--- src/rtl/stby_pkg.sv ---
package stby_pkg;

    localparam int HALT_BIT = 2;
    localparam int STOP_BIT = 3;

    typedef enum logic [1:0] {
        ST_RUN  = 2'd0,
        ST_HALT = 2'd1,
        ST_STOP = 2'd2,
        ST_WARM = 2'd3
    } stby_state_e;

    typedef struct packed {
        logic cpu;
        logic osc;
        logic wdt;
        logic sio;
        logic tec;
        logic ctm;
    } clk_en_t;

    typedef struct packed {
        logic sio_ext;
        logic tec_pin;
        logic ctm_sub;
    } periph_src_t;

    // Clock enables for one state, given the peripheral source selections
    function automatic clk_en_t enables_for(stby_state_e s, periph_src_t src);
        clk_en_t e;
        e = '{cpu: 1'b1, osc: 1'b1, wdt: 1'b1, sio: 1'b1, tec: 1'b1, ctm: 1'b1};
        case (s)
            ST_HALT, ST_WARM: e.cpu = 1'b0;
            ST_STOP: begin
                e.cpu = 1'b0;
                e.osc = 1'b0;
                e.wdt = 1'b0;
                e.sio = src.sio_ext;
                e.tec = src.tec_pin;
                e.ctm = src.ctm_sub;
            end
            default: ;
        endcase
        return e;
    endfunction

    function automatic logic [1:0] mode_of(stby_state_e s);
        case (s)
            ST_HALT:          return 2'b01;
            ST_STOP, ST_WARM: return 2'b10;
            default:          return 2'b00;
        endcase
    endfunction

endpackage

--- src/rtl/stby_wake_detect.sv ---
module stby_wake_detect
    import stby_pkg::*;
#(
    parameter int              NUM_IRQ     = 8,
    parameter logic [NUM_IRQ-1:0] STOP_MASKED = 1
) (
    input  logic [NUM_IRQ-1:0] irq_req,
    input  logic [NUM_IRQ-1:0] irq_en,
    output logic               rel_halt,
    output logic               rel_stop
);
    logic [NUM_IRQ-1:0] live_any;
    logic [NUM_IRQ-1:0] live_deep;

    for (genvar i = 0; i < NUM_IRQ; i++) begin : g_line
        assign live_any[i] = irq_req[i] & irq_en[i];
        if (STOP_MASKED[i]) begin : g_masked
            assign live_deep[i] = 1'b0;
        end else begin : g_open
            assign live_deep[i] = live_any[i];
        end
    end

    assign rel_halt = |live_any;
    assign rel_stop = |live_deep;

endmodule

--- src/rtl/stby_fsm.sv ---
module stby_fsm
    import stby_pkg::*;
#(
    parameter int STAB_CYC = 16
) (
    input  logic        clk,
    input  logic        rst,
    input  logic        ctl_we,
    input  logic        req_halt,
    input  logic        req_stop,
    input  logic        core_on_sub,
    input  logic        rel_halt,
    input  logic        rel_stop,
    output stby_state_e state,
    output logic        wake
);
    localparam int CW = (STAB_CYC < 2) ? 1 : $clog2(STAB_CYC);
    localparam logic [CW-1:0] LOAD = CW'(STAB_CYC - 1);

    stby_state_e   nxt;
    logic [CW-1:0] cnt, cnt_nxt;
    logic          go_wake;

    always_comb begin
        nxt     = state;
        cnt_nxt = cnt;
        go_wake = 1'b0;
        case (state)
            ST_RUN: begin
                if (ctl_we) begin
                    if (req_stop && !core_on_sub) nxt = ST_STOP;
                    else if (req_halt)            nxt = ST_HALT;
                end
            end
            ST_HALT: begin
                if (rel_halt) begin
                    nxt     = ST_RUN;
                    go_wake = 1'b1;
                end
            end
            ST_STOP: begin
                if (rel_stop) begin
                    nxt     = ST_WARM;
                    cnt_nxt = LOAD;
                end
            end
            ST_WARM: begin
                if (cnt == '0) begin
                    nxt     = ST_RUN;
                    go_wake = 1'b1;
                end else begin
                    cnt_nxt = cnt - CW'(1);
                end
            end
            default: nxt = ST_RUN;
        endcase
    end

    always_ff @(posedge clk) begin
        if (rst) begin
            state <= ST_RUN;
            cnt   <= '0;
            wake  <= 1'b0;
        end else begin
            state <= nxt;
            cnt   <= cnt_nxt;
            wake  <= go_wake;
        end
    end

    // a HALT-only request in run state lands in HALT
    assert_halt_entry_R1: assert property (@(posedge clk) disable iff (rst)
        (state == ST_RUN && ctl_we && req_halt && !req_stop) |=> (state == ST_HALT));

    // STOP alone on the subsystem clock is refused
    assert_stop_refused_R3: assert property (@(posedge clk) disable iff (rst)
        (state == ST_RUN && ctl_we && req_stop && !req_halt && core_on_sub) |=> (state == ST_RUN));

    // HALT holds while no enabled request is present
    assert_halt_hold_R6: assert property (@(posedge clk) disable iff (rst)
        (state == ST_HALT && !rel_halt) |=> (state == ST_HALT));

    // settling counter stays inside its window
    assert_warm_bound_R8: assert property (@(posedge clk) disable iff (rst)
        (state == ST_WARM) |-> (cnt <= LOAD));

endmodule

--- src/rtl/stby_clk_gate.sv ---
module stby_clk_gate
    import stby_pkg::*;
(
    input  stby_state_e state,
    input  periph_src_t src,
    output clk_en_t     en,
    output logic [1:0]  mode
);
    always_comb begin
        en   = enables_for(state, src);
        mode = mode_of(state);
    end
endmodule

--- src/rtl/pwr_standby_ctrl.sv ---
module pwr_standby_ctrl
    import stby_pkg::*;
#(
    parameter int                 NUM_IRQ     = 8,
    parameter logic [NUM_IRQ-1:0] STOP_MASKED = 1,
    parameter int                 STAB_CYC    = 16
) (
    input  logic               clk,
    input  logic               rst,
    input  logic               ctl_we,
    input  logic [3:0]         ctl_wdata,
    input  logic               core_on_sub,
    input  logic               sio_ext_clk,
    input  logic               tec_pin_clk,
    input  logic               ctm_sub_clk,
    input  logic [NUM_IRQ-1:0] irq_req,
    input  logic [NUM_IRQ-1:0] irq_en,
    output logic               cpu_clk_en,
    output logic               main_osc_en,
    output logic               wdt_clk_en,
    output logic               sio_clk_en,
    output logic               tec_clk_en,
    output logic               ctm_clk_en,
    output logic               wake,
    output logic [1:0]         mode_bits
);
    stby_state_e state;
    logic        rel_halt, rel_stop;
    clk_en_t     en;
    periph_src_t src;
    logic        unused_sel_bits;

    // Clock-select field is handled by the clock generator, not here
    assign unused_sel_bits = ^ctl_wdata[1:0];

    assign src = '{sio_ext: sio_ext_clk, tec_pin: tec_pin_clk, ctm_sub: ctm_sub_clk};

    stby_wake_detect #(
        .NUM_IRQ     (NUM_IRQ),
        .STOP_MASKED (STOP_MASKED)
    ) u_wake (
        .irq_req  (irq_req),
        .irq_en   (irq_en),
        .rel_halt (rel_halt),
        .rel_stop (rel_stop)
    );

    stby_fsm #(
        .STAB_CYC (STAB_CYC)
    ) u_fsm (
        .clk         (clk),
        .rst         (rst),
        .ctl_we      (ctl_we),
        .req_halt    (ctl_wdata[HALT_BIT]),
        .req_stop    (ctl_wdata[STOP_BIT]),
        .core_on_sub (core_on_sub),
        .rel_halt    (rel_halt),
        .rel_stop    (rel_stop),
        .state       (state),
        .wake        (wake)
    );

    stby_clk_gate u_gate (
        .state (state),
        .src   (src),
        .en    (en),
        .mode  (mode_bits)
    );

    assign cpu_clk_en  = en.cpu;
    assign main_osc_en = en.osc;
    assign wdt_clk_en  = en.wdt;
    assign sio_clk_en  = en.sio;
    assign tec_clk_en  = en.tec;
    assign ctm_clk_en  = en.ctm;

    // CPU clock is off whenever a standby bit is set
    assert_cpu_gated_R1: assert property (@(posedge clk) disable iff (rst)
        (mode_bits != 2'b00) |-> !cpu_clk_en);

    // oscillator is off only in STOP
    assert_osc_stop_only_R2: assert property (@(posedge clk) disable iff (rst)
        !main_osc_en |-> (mode_bits == 2'b10));

    // watchdog clock never runs without the oscillator
    assert_wdt_needs_osc_R2: assert property (@(posedge clk) disable iff (rst)
        wdt_clk_en |-> main_osc_en);

    // wake comes with normal operation and lasts one cycle
    assert_wake_clean_R11: assert property (@(posedge clk) disable iff (rst)
        wake |-> (mode_bits == 2'b00 && cpu_clk_en));

    assert_wake_pulse_R11: assert property (@(posedge clk) disable iff (rst)
        wake |=> !wake);

    // reset restores all enables
    assert_reset_state_R9: assert property (@(posedge clk)
        rst |=> (cpu_clk_en && main_osc_en && wdt_clk_en && sio_clk_en &&
                 tec_clk_en && ctm_clk_en && !wake && mode_bits == 2'b00));

endmodule

--- config.mk ---
export PLATFORM = sky130hd
export DESIGN_NAME = pwr_standby_ctrl
export DESIGN_NICKNAME = d
export VERILOG_FILES = /design/src/rtl/stby_pkg.sv /design/src/rtl/stby_wake_detect.sv /design/src/rtl/stby_fsm.sv /design/src/rtl/stby_clk_gate.sv /design/src/rtl/pwr_standby_ctrl.sv
export SDC_FILE = /design/constraint.sdc
export NUM_CORES = 1
export LEC_CHECK = 0
export BUFFER_PORTS_ARGS = -buffer_cell sky130_fd_sc_hd__buf_2
export CAP_MARGIN = 0
export CORE_AREA = 2 2 39 41
export CTS_BUF_LIST = sky130_fd_sc_hd__clkbuf_4 sky130_fd_sc_hd__clkbuf_8 sky130_fd_sc_hd__clkbuf_16
export DETAILED_ROUTE_END_ITERATION = 10
export DIE_AREA = 0 0 41 43
export PLACE_DENSITY = 0.8
export SLEW_MARGIN = 20
export SYNTH_ARGS = -nofsm -noshare
export SYNTH_HDL_FRONTEND = slang
export SYNTH_SLANG_ARGS = --single-unit
--- constraint.sdc ---
create_clock -name clk -period 4.25 [get_ports clk]
set_input_delay 0.2125 -clock clk [delete_from_list [all_inputs] [get_ports clk]]
set_output_delay 0.2125 -clock clk [all_outputs]
set_load 0.01 [all_outputs]
==> impl_metrics.py, run 1 <==
metrics = {
    "outcome": {
        "status": "finished clean",
    },
    "cts": {
        "clk_pin_slew_worst_paths_ns": 0.06,
        "cts_tree": "built",
        "clockBufferDepth": 2,
        "ctsResizeCount": 0,
        "cts_root_buf": "clkbuf_4",
        "htreeDepth": 1,
        "cts.sinks": 7,
        "hold_buffers": 0,
        "cts_made_buffers": 3,
        "insertion_delay_ns": 0.26,
        "cts_setup_buffers": 0,
    },
    "timing": {
        "slew_violations": 0,
        "fin_crit_ns": 1.59,
        "rsz0062_at_grt": "false",
        "slew_headroom": 0.635,
        "fin_ws_ns": 2.66,
        "finalSetupViolations": 0,
        "final-hold-violation-count": 0,
        "period_share": 0.373,
        "tns_ns": 0,
        "tightest_slew_ns": 0.546,
        "final.setup_skew_ns": 0.000529,
        "fmax_mhz": 630,
    },
    "yosys": {
        "syn_inst": 56,
        "seq_area_frac_synth": 0.330,
        "syn_nets": 84,
        "syn_avg_cell_area_sq_um": 7.57,
        "synth_seq_cells": 7,
        "yosys_warnings": 0,
        "synthDistinctLibCells": 24,
        "netlist_area_sq_um": 424,
    },
    "power_and_ir_drop": {
        "seq_power_share": 0.390,
        "switchingPower_uw": 58.8,
        "p_int_uw": 136,
        "combPwrFrac": 0.239,
        "swShare": 0.302,
        "vdd_drop_max_v": 0.000130,
        "clkPwrFrac": 0.371,
        "power.density_nw_per_um2": 312,
        "leakagePower_nw": 0.273,
    },
    "placement": {
        "portBuffers": 33,
        "gp_congestion": 0.855,
        "pre_cts_slack_ns": 2.68,
        "dpl_cell_area_sq_um": 593,
        "dp_hpwl_um": 952,
    },
    "setup_path": {
        "critical_path_arrival_ns": 1.76,
        "r2r_setup_slack_ns": 2.66,
        "crit_buf_inv": 1,
        "worstPathCellList": "inv_1 > ha_1 > a31oi_1 > a21oi_1 > a311oi_1",
        "critical-path-max-stage-delay_ns": 0.49,
        "end_kind": "flop",
        "critPathKind": "flop to flop",
        "worst_path_max_delay_cell": "a31oi_1",
        "cp_top_family": "compound AO/OA/AOI/OAI gates",
        "required_ns": 4.43,
        "start_kind": "flop",
        "r2r-start": "u_fsm.cnt[0]",
        "ff2ff_path_depth": 5,
        "critPathMaxFanout": 7,
        "r2r_end": "u_fsm.cnt[2]",
    },
    "die": {
        "fp.dieW_um": 41,
        "die_area_sq_um": 1760,
        "coreArea_sq_um": 1380,
        "ioPinCount": 36,
        "die_height_um": 43,
        "row_count": 14,
        "start_util": 0.307,
    },
    "layout": {
        "final_area_sq_um": 623,
        "finish.utilization": 0.450,
        "num-fill-cells": 133,
        "diodes": 0,
        "nets": 119,
        "area_growth_pct": 46.9,
        "layout-drive-gt1-share": 0.422,
    },
    "global_route": {
        "grt_pass1_wl_um": 1990,
        "antenna_found_initial": 0,
        "first_global_vias": 534,
        "grt_overflow": 0,
        "grtUsageTotal": 0.165,
        "grt_max_degree": 12,
    },
    "min_path": {
        "min_from": "rst",
        "hold_path_class": "input pin to flop",
        "min_path_cells": 2,
        "min_to": "u_fsm.cnt[2]",
    },
    "routing": {
        "drt-initial-drc-count": 27,
        "vias": 580,
        "drc": 0,
        "viasPerCell": 5.47,
        "drt_first_pass_iters": 4,
        "wirelength_um": 1220,
        "wl_per_cell_um": 11.5,
        "detail-route-antenna-nets": 0,
    },
    "run": {
        "maxCapViolCount": 0,
    },
}
==> per-layer routing <==
layer / GRT usage / up-vias / wire, um
met1: 0.188 / 268 / 481
met4: 0.113 / 0 / 24
met5: 0 / - / 0
met2: 0.247 / 36 / 607
met3: 0.0524 / 2 / 110
li1: - / 274 / -
==> worst max-delay path by stage <==
stage | startpoint | end | slack, ns | cells past startpoint
after global placement | u_fsm.cnt[0] | u_fsm.cnt[2] | 2.70 | 5
after global routing | u_fsm.cnt[0] | u_fsm.cnt[2] | 2.49 | 5
after floorplan | u_fsm.cnt[0] | u_fsm.cnt[2] | 2.86 | 5
after detailed placement | u_fsm.cnt[0] | u_fsm.cnt[2] | 2.68 | 5
after CTS | u_fsm.state[1] | ctm_clk_en | 2.66 | 3
final | u_fsm.cnt[0] | u_fsm.cnt[2] | 2.66 | 5
==> state kept, by name (all words and copies together) (netlist names) <==
name and cells:
u_fsm.cnt 4, u_fsm.state 2, u_fsm.wake 1
==> metrics by stage <==
stage	std cells	hold slack, ns	total power [mW]
final	106	0.212	0.195
after global routing	106	0.219	0.205
after CTS	106	0.211	0.194
after detailed placement	102	0.468	0.123
after global placement	102	0.457	0.121
after floorplan	56	0.282	0.103
==> cells in the mapped netlist <==
library cell / count / share of area
dfxtp_1: 7 / 0.33
inv_1: 6 / 0.053
a21oi_1: 5 / 0.059
nand2_1: 4 / 0.035
nor2_1: 4 / 0.035
a31oi_1: 3 / 0.044
nor3_1: 3 / 0.035
or3_1: 3 / 0.044
a22oi_1: 2 / 0.035
nand3_1: 2 / 0.024
nand4_1: 2 / 0.029
nor2b_1: 2 / 0.029
o21ai_0: 2 / 0.024
a211o_1: 1 / 0.021
a222oi_1: 1 / 0.024
a311oi_1: 1 / 0.021
a31o_1: 1 / 0.021
and4_1: 1 / 0.021
buf_2: 1 / 0.012
buf_4: 1 / 0.018
clkbuf_1: 1 / 0.0088
ha_1: 1 / 0.029
o221a_2: 1 / 0.027
xnor2_1: 1 / 0.021
==> power by group through the flow <==
stage | combinational [mW] | sequential [mW] | clock, mW
2_1_floorplan | 0.0287 | 0.0747 | 0
3_3_place_gp | 0.0444 | 0.0771 | 0
3_5_place_dp | 0.0460 | 0.0774 | 0
4_1_cts | 0.0463 | 0.0759 | 0.0714
5_1_grt | 0.0524 | 0.0769 | 0.0753
6_report | 0.0464 | 0.0759 | 0.0722
==> cells in the final DEF (no fill, tap or decap) <==
cell / netlist / routed
clkbuf_4: 0 / 4
nand3_1: 2 / 2
ha_1: 1 / 1
or3_1: 3 / 3
nand2_1: 4 / 4
o221a_2: 1 / 1
nand4_1: 2 / 2
a211o_1: 1 / 1
a31oi_1: 3 / 3
dfxtp_1: 7 / 7
a222oi_1: 1 / 1
a22oi_1: 2 / 2
buf_2: 1 / 33
nor2b_1: 2 / 2
and4_1: 1 / 1
xnor2_1: 1 / 1
nor2_1: 4 / 4
a21oi_1: 5 / 5
a311oi_1: 1 / 1
o21ai_0: 2 / 2
nor3_1: 3 / 3
inv_1: 6 / 6
a31o_1: 1 / 1
==> worst reg2reg max path, stage by stage, from the launching register on <==
cell	delay, ns
dfxtp_1	0.34
inv_1	0.07
ha_1	0.24
a31oi_1	0.49
a21oi_1	0.12
a311oi_1	0.24
==> cells by family (layout without fill, tap and decap cells) <==
| family | after synthesis | in the layout | synth area share |
|---|---|---|---|
| AND/OR/NAND/NOR | 21 | 21 | 0.254 |
| AO/OA/AOI/OAI | 17 | 17 | 0.274 |
| buffers and inverters | 9 | 43 | 0.0914 |
| flip-flops | 7 | 7 | 0.330 |
| adder cells (fa/ha/maj) | 1 | 1 | 0.0295 |
| XOR/XNOR | 1 | 1 | 0.0207 |
==> layout make-up <==
type	count	area (sq um)	area share
Inverter	6	22.5	0.0361
Timing Repair Buffer	33	165	0.265
Multi-Input combinational cell	40	245	0.394
Tap cell	16	20.0	0.0321
Clock buffer	4	30.0	0.0482
Sequential cell	7	140	0.225
No activity file was read; power rests on OpenSTA's default activity.
==> run 2, diff against run 1 <==
==> constraint.sdc (replaced) <==
create_clock -name clk -period 1.5 [get_ports clk]
set_input_delay 0.075 -clock clk [delete_from_list [all_inputs] [get_ports clk]]
set_output_delay 0.075 -clock clk [all_outputs]
set_load 0.01 [all_outputs]
==> impl_metrics.py, run 2 (synthesized netlist as in run 1, its figures left out) <==
metrics = {
    "outcome": {
        "status": "finished clean",
    },
    "layout": {
        "largest_register_ffs": 4,
        "regMostFlops": "u_fsm.cnt",
        "diodes": 0,
        "layout-drive-gt1-share": 0.440,
        "area_growth_pct": 49.0,
        "num-fill-cells": 130,
        "mostFrequentLayoutCells": "buf_2, inv_1, dfxtp_1",
        "layout_commonest_cell": "buf_2",
        "nets": 120,
        "top_regs": "u_fsm.cnt x4, u_fsm.state x2, u_fsm.wake x1",
    },
    "global_route": {
        "grtUsageTotal": 0.154,
        "antenna_found_initial": 0,
        "grt_pass1_wl_um": 1880,
        "grt_overflow": 0,
        "grt_max_degree": 12,
        "first_global_vias": 513,
    },
    "min_path": {
        "hold_path_class": "input pin to flop",
        "min_from": "rst",
    },
    "cts": {
        "cts_tree": "built",
        "cts_made_buffers": 3,
        "clockBufferDepth": 2,
        "hold_buffers": 0,
        "insertion_delay_ns": 0.25,
        "htreeDepth": 1,
        "clk_pin_slew_worst_paths_ns": 0.05,
        "cts_root_buf": "clkbuf_4",
        "cts.sinks": 7,
    },
    "die": {
        "die_area_sq_um": 1760,
        "fp.dieW_um": 41,
        "start_util": 0.307,
        "coreArea_sq_um": 1380,
        "die_height_um": 43,
        "row_count": 14,
        "ioPinCount": 36,
    },
    "timing": {
        "rsz0062_at_grt": "false",
        "finalSetupViolations": 0,
        "fmax_mhz": 735,
        "fin_crit_ns": 1.36,
        "tightest_slew_ns": 0.373,
        "final.setup_skew_ns": 0.00169,
        "tns_ns": 0,
        "slew_violations": 0,
        "fin_ws_ns": 0.139,
        "slew_headroom": 0.752,
        "final-hold-violation-count": 0,
        "period_share": 0.907,
    },
    "placement": {
        "pre_cts_slack_ns": 0.139,
        "portBuffers": 33,
        "gp_congestion": 0.856,
        "dp_hpwl_um": 936,
    },
    "setup_path": {
        "worstPathCellList": "inv_1 > ha_1 > a31oi_1 > buf_4 > a21oi_1 > a311oi_1",
        "required_ns": 1.67,
        "critical_path_arrival_ns": 1.53,
        "end_kind": "flop",
        "critical-path-max-stage-delay_ns": 0.35,
        "start_kind": "flop",
        "critPathKind": "flop to flop",
        "critPathMaxFanout": 7,
        "r2r-start": "u_fsm.cnt[0]",
        "worst_path_max_delay_cell": "dfxtp_1",
        "cp-startpoint": "u_fsm.cnt[0]",
    },
    "routing": {
        "wl_per_cell_um": 10.9,
        "drc": 0,
        "viasPerCell": 5.26,
        "vias": 563,
        "drt_first_pass_iters": 4,
        "wirelength_um": 1160,
        "drt-initial-drc-count": 20,
        "detail-route-antenna-nets": 0,
    },
    "power_and_ir_drop": {
        "p_total_uw": 541,
        "vdd_drop_max_v": 0.000417,
        "leakagePower_nw": 0.278,
        "power.density_nw_per_um2": 856,
    },
    "run": {
        "maxCapViolCount": 0,
    },
}
-- run 2: metal layers --
metal / track usage / wire length, um / vias up
li1: - / - / 279
met1: 0.178 / 442 / 238
met2: 0.247 / 555 / 44
met3: 0.0314 / 153 / 2
met4: 0.0867 / 12 / 0
met5: 0 / 0 / -
-- run 2: timing repair --
| item | 4_1_cts | 5_1_grt |
|---|---|---|
| resized for setup | 0 | 1 |
| endpoints found under the setup margin | 0 | 3 |
| endpoints found under the hold margin | 0 | 0 |
| buffers inserted | 0 | 0 |
-- run 2: through the flow --
stage | area, sq um | hold slack (ns) | std cells | util
global placement | 601 | 0.339 | 103 | 0.434
finish | 632 | 0.0868 | 107 | 0.457
detailed placement | 601 | 0.345 | 103 | 0.434
CTS | 631 | 0.0765 | 107 | 0.456
global route | 632 | 0.0877 | 107 | 0.457
floorplan | 424 | 0.144 | 56 | -
-- run 2: worst max-delay path: cells and delay by family (launching register included) --
family	cells	cell delay [ns]
flip-flops	1	0.35
buffers and inverters	2	0.23
adder cells (fa/ha/maj)	1	0.24
AO/OA/AOI/OAI	3	0.45
-- run 2: layout make-up --
type,count,area (sq um),area share
Clock buffer,4,30.0,0.0475
Inverter,6,22.5,0.0356
Multi-Input combinational cell,40,245,0.388
Sequential cell,7,141,0.224
Tap cell,16,20.0,0.0317
Timing Repair Buffer,34,173,0.273
-- run 2: power breakdown --
group,switching (mW),internal [mW],leakage (nW),total (mW)
Sequential,0.0157,0.200,0.0576,0.216
Combinational,0.0664,0.0661,0.202,0.133
Clock,0.0726,0.120,0.0184,0.192
Total,0.155,0.386,0.278,0.541
-- run 2: path summary, 6_finish.rpt --
path               endpoint  slack, ns  cells past startpoint
max            u_fsm.cnt[2]       0.14                      6
min          u_fsm.state[1]       0.09                      2
max reg2reg    u_fsm.cnt[2]       0.14                      6
min reg2reg    u_fsm.cnt[0]       0.48                      2
